`src/rtl/pfx_pkg.sv`:
```
package pfx_pkg;

   // True when v is a nonzero power of two.
   function automatic bit is_pow2(input int unsigned v);
      return (v != 0) && ((v & (v - 1)) == 0);
   endfunction

   // Number of halving levels for a power-of-two width.
   function automatic int unsigned levels(input int unsigned v);
      int unsigned n;
      n = 0;
      while ((32'd1 << n) < v) n++;
      return n;
   endfunction

endpackage

```
`src/rtl/pfx_merge.sv`:
```
// Patches the right-half running OR with the last left-half result.
module pfx_merge #(
   parameter int unsigned HALF = 1
) (
   input  logic            carry_i,
   input  logic [HALF-1:0] raw_i,
   output logic [HALF-1:0] fixed_o
);

   for (genvar k = 0; k < HALF; k++) begin : g_bit
      assign fixed_o[k] = raw_i[k] | carry_i;
   end

endmodule

```
`src/rtl/pfx_or_rec.sv`:
```
// Running OR by recursive halving; bit 0 is the lowest position.
module pfx_or_rec #(
   parameter int unsigned N = 8
) (
   input  logic [N-1:0] x_i,
   output logic [N-1:0] y_o
);

   localparam int unsigned H = (N > 1) ? N / 2 : 1;

   if (N == 1) begin : g_leaf
      // a single position passes straight through
      assign y_o = x_i;
   end else begin : g_split
      logic [H-1:0] left_y;
      logic [H-1:0] right_raw;
      logic [H-1:0] right_y;

      pfx_or_rec #(.N(H)) u_left (
         .x_i (x_i[H-1:0]),
         .y_o (left_y)
      );

      pfx_or_rec #(.N(H)) u_right (
         .x_i (x_i[N-1:H]),
         .y_o (right_raw)
      );

      pfx_merge #(.HALF(H)) u_fix (
         .carry_i (left_y[H-1]),
         .raw_i   (right_raw),
         .fixed_o (right_y)
      );

      assign y_o = {right_y, left_y};
   end

endmodule

```
`src/rtl/pfx_unary_enc.sv`:
```
// Top: running OR plus its inverse, the unary code of the first set bit.
module pfx_unary_enc #(
   parameter int unsigned N = 8
) (
   input  logic [N-1:0] req_i,
   output logic [N-1:0] seen_o,
   output logic [N-1:0] unary_o
);

   localparam int unsigned DEPTH = pfx_pkg::levels(N);

   if (!pfx_pkg::is_pow2(N)) begin : g_bad_width
      $fatal(1, "pfx_unary_enc: N=%0d is not a power of two", N);
   end

   if (DEPTH > 16) begin : g_too_deep
      $fatal(1, "pfx_unary_enc: N=%0d exceeds supported depth", N);
   end

   logic [N-1:0] prefix;

   pfx_or_rec #(.N(N)) u_tree (
      .x_i (req_i),
      .y_o (prefix)
   );

   assign seen_o  = prefix;
   assign unary_o = ~prefix;

endmodule

```
`config.mk`:
```
export PLATFORM = sky130hd
export DESIGN_NAME = pfx_unary_enc
export DESIGN_NICKNAME = d
export VERILOG_FILES = /design/src/rtl/pfx_pkg.sv /design/src/rtl/pfx_merge.sv /design/src/rtl/pfx_or_rec.sv /design/src/rtl/pfx_unary_enc.sv
export SDC_FILE = /design/constraint.sdc
export NUM_CORES = 1
export LEC_CHECK = 0
export BUFFER_PORTS_ARGS = -buffer_cell sky130_fd_sc_hd__buf_2
export CORE_AREA = 2 2 39 41
export DETAILED_ROUTE_END_ITERATION = 8
export DIE_AREA = 0 0 41 43
export PLACE_DENSITY = 0.55
export SLEW_MARGIN = 20
export SYNTH_ARGS = -nofsm -noshare
export SYNTH_HDL_FRONTEND = slang
export SYNTH_HIERARCHICAL = 1
export SYNTH_SLANG_ARGS = --single-unit
```
`constraint.sdc`:
```
create_clock -name vclk -period 1.46
set_input_delay 0.292 -clock vclk [all_inputs]
set_output_delay 0.292 -clock vclk [all_outputs]
set_load 0.03 [all_outputs]
```
==> results <==
- The flow ran to the end, but the final reports show violations.
- The final reports fail on setup timing.
- The sum of negative setup slack is -0.831 ns.
- After layout, the worst setup slack is -0.112 ns.
- The nature of the critical path endpoint is an output pin.
- The wire-length estimate of the detail-placed layout is 384 um.
- At the placement stage, the worst setup path has a slack of -0.221 ns.
- The first global-routing pass estimated 634 um of wire.
- Setup repair after global routing could not meet its margin everywhere.
- From left edge to right edge, the die measures 41 um.
- In the finished design, the share of the clock period the worst path needs comes to 1.08.
- The via count of the first global-routing pass is 181.
- Yosys printed 6 warnings.
- 24 I/O pins were placed.
- STA puts the critical path data required time at 1.17 ns.
- The number of core rows is 14.
- Across every metal layer, demand over resource in global routing totals 0.0470.
- The design has 0 sequential cells.
- Entering global routing, the biggest net connects 6 pins.
- Measured against its own limit, the worst slew margin works out to 0.898.
- The congestion estimate from routability-driven global placement came to 0.620.
- The initial utilization of the core area, before any placement, comes to 0.163.
- Summed over all layers, the global routing overflow is 0.
- The most repeated cell in the gate-level netlist after synthesis is sky130_fd_sc_hd__buf_4.
- The count of maximum capacitance violations is 0.
- The sequential-to-total area share from yosys stat is 0.
- The net count after synthesis is 44.
- The kind of start point of the critical path is a primary input.
- In the final layout, the share of cells above drive strength 1 is 0.878.
- By count the netlist is led by sky130_fd_sc_hd__buf_4, sky130_fd_sc_hd__or2_1, sky130_fd_sc_hd__inv_1.
- The classification of the worst-slack hold path is primary input to output pin.
- The post-synthesis to final-layout area growth is 88.9%.
- The met2 capacity usage during global routing is 0.0938.
- The count of endpoints failing hold in the final timing report is 0.
- The residual antenna-violating net count after detailed routing is 0.
- The tightest hold path in the finished design has a slack of 0.907 ns.
- The number of hold buffers added after CTS is 0.
- Dividing total power by cell area gives a power density of 205 nW/um^2.
- The number of antenna violations at the first check in global routing was 0.
- The total core area is 1380 um^2.
- The number of diodes is 0.
- At the worst endpoint, the arrival time is 1.28 ns.
- The mapped netlist covers 225 um^2.
- Of all cell types, the one taking the most synthesized area is sky130_fd_sc_hd__buf_4.
- At the end of the flow, the number of nets in the layout was 59.
- Of the post-synthesis cell area, the dominant cell type holds 0.533.
- The routed length per instance is 6.34 um.
- After detailed routing, the number of remaining DRC violations is 0.
- Summed over all cells, the static leakage comes to 0.232 nW.
- After global routing, the most crowded layer is met2.
- The sequential cell area in the final layout is 0 um^2.
- Measured along the y axis, the die boundary spans 43 um.
- The first-pass iteration count of the detailed router is 1.
- The largest fanout on the critical path is 5.
- Across the VDD grid, the largest voltage drop is 0.105 mV.
- The slew at the pin closest to its max-slew limit is 0.154 ns.
- The area of the die is 1760 um^2.
- Ranked by total cell area, the synthesized netlist is headed by sky130_fd_sc_hd__buf_4, sky130_fd_sc_hd__or2_1, sky130_fd_sc_hd__inv_1.
- The detailed router finished its first iteration with 0 violations.
- The critical path in this run is classified as primary input to output pin.
- Summing internal, switching and leakage power gives 0.0872 mW.
- Counting the clock-network buffers in the layout gives 0.
- The upper clock frequency limit is 636 MHz.
- The netlist uses 3 different library cells.
- The number of vias after detailed routing is 207.
- For this run, global-route usage on met1 was measured as 0.0538.
- The synthesized instance count is 36.
- The fraction of met3 tracks used by global routing is 0.
- Summed over all layers, the routed wires come to 412 um.
- The mean area per synthesized cell is 6.26 um^2.
- The smallest clock period supported by the final layout is computed as 1.57 ns.
- The detailed-route vias per instance is 3.18.
- Buffers placed on the I/O ports in this run total 24.
- The number of setup violations in the final report is 9.
- The final max-slew violation count came to 0.
[worst max-delay path, cell delays in order]
cell and delay, ns:
sky130_fd_sc_hd__buf_6 0.09, sky130_fd_sc_hd__or2_4 0.23, sky130_fd_sc_hd__or2_4 0.25, sky130_fd_sc_hd__or2_4 0.26, sky130_fd_sc_hd__clkinv_4 0.05, sky130_fd_sc_hd__buf_6 0.11
[power breakdown]
group	switching, mW	internal, mW	leakage [nW]
registers	0	0	0
clock network	0	0	0
logic	0.0405	0.0467	0.232
[logic make-up (layout without fill, tap and decap cells)]
| family | after synthesis | count (layout) | synth area share |
|---|---|---|---|
| buffers and inverters | 24 | 37 | 0.667 |
| and+or+nand+nor | 12 | 12 | 0.333 |
[cell type report]
cell class / instances / area [um^2]
timing repair buffer: 29 / 260
fill: 151 / 958
multi-input combinational: 12 / 95.1
tap: 16 / 20.0
inverter: 8 / 50.0
[per-layer routing]
layer / part of all wire / routed length [um] / vias up
met3: 0.15 / 63 / 0
met4: 0 / 0 / 0
met2: 0.47 / 193 / 19
li1: - / - / 112
met1: 0.38 / 156 / 76
met5: 0 / 0 / -
[cells in the final DEF (no fill, tap or decap)]
| master | n |
|---|---|
| sky130_fd_sc_hd__or2_1 | 4 |
| sky130_fd_sc_hd__clkinv_4 | 4 |
| sky130_fd_sc_hd__inv_1 | 2 |
| sky130_fd_sc_hd__buf_6 | 16 |
| sky130_fd_sc_hd__buf_2 | 7 |
| sky130_fd_sc_hd__buf_4 | 6 |
| sky130_fd_sc_hd__inv_2 | 2 |
| sky130_fd_sc_hd__or2_4 | 8 |
[path summary, 6_finish.rpt]
kind              startpoint          to  slack [ns]  cells after the start
hold / removal      req_i[2]   seen_o[2]        0.91                      3
setup / recovery    req_i[1]  unary_o[5]       -0.11                      6
[through the flow]
| step | cells | cell area, um^2 | utilization |
|---|---|---|---|
| after global routing | 65 | 425 | 0.307 |
| final | 65 | 425 | 0.307 |
| after CTS | 65 | 408 | 0.295 |
| after global placement | 64 | 308 | 0.222 |
| after floorplan | 36 | 269 | - |
| after detailed placement | 64 | 308 | 0.222 |
[timing repair]
| action | 4_1_cts | 5_1_grt |
|---|---|---|
| pin swaps | 5 | 5 |
| setup buffers | 1 | 0 |
| endpoints found under the setup margin | 10 | 12 |
| resized for setup | 28 | 8 |
| endpoints found under the hold margin | 0 | 0 |
(Power assumes the default switching activity.)
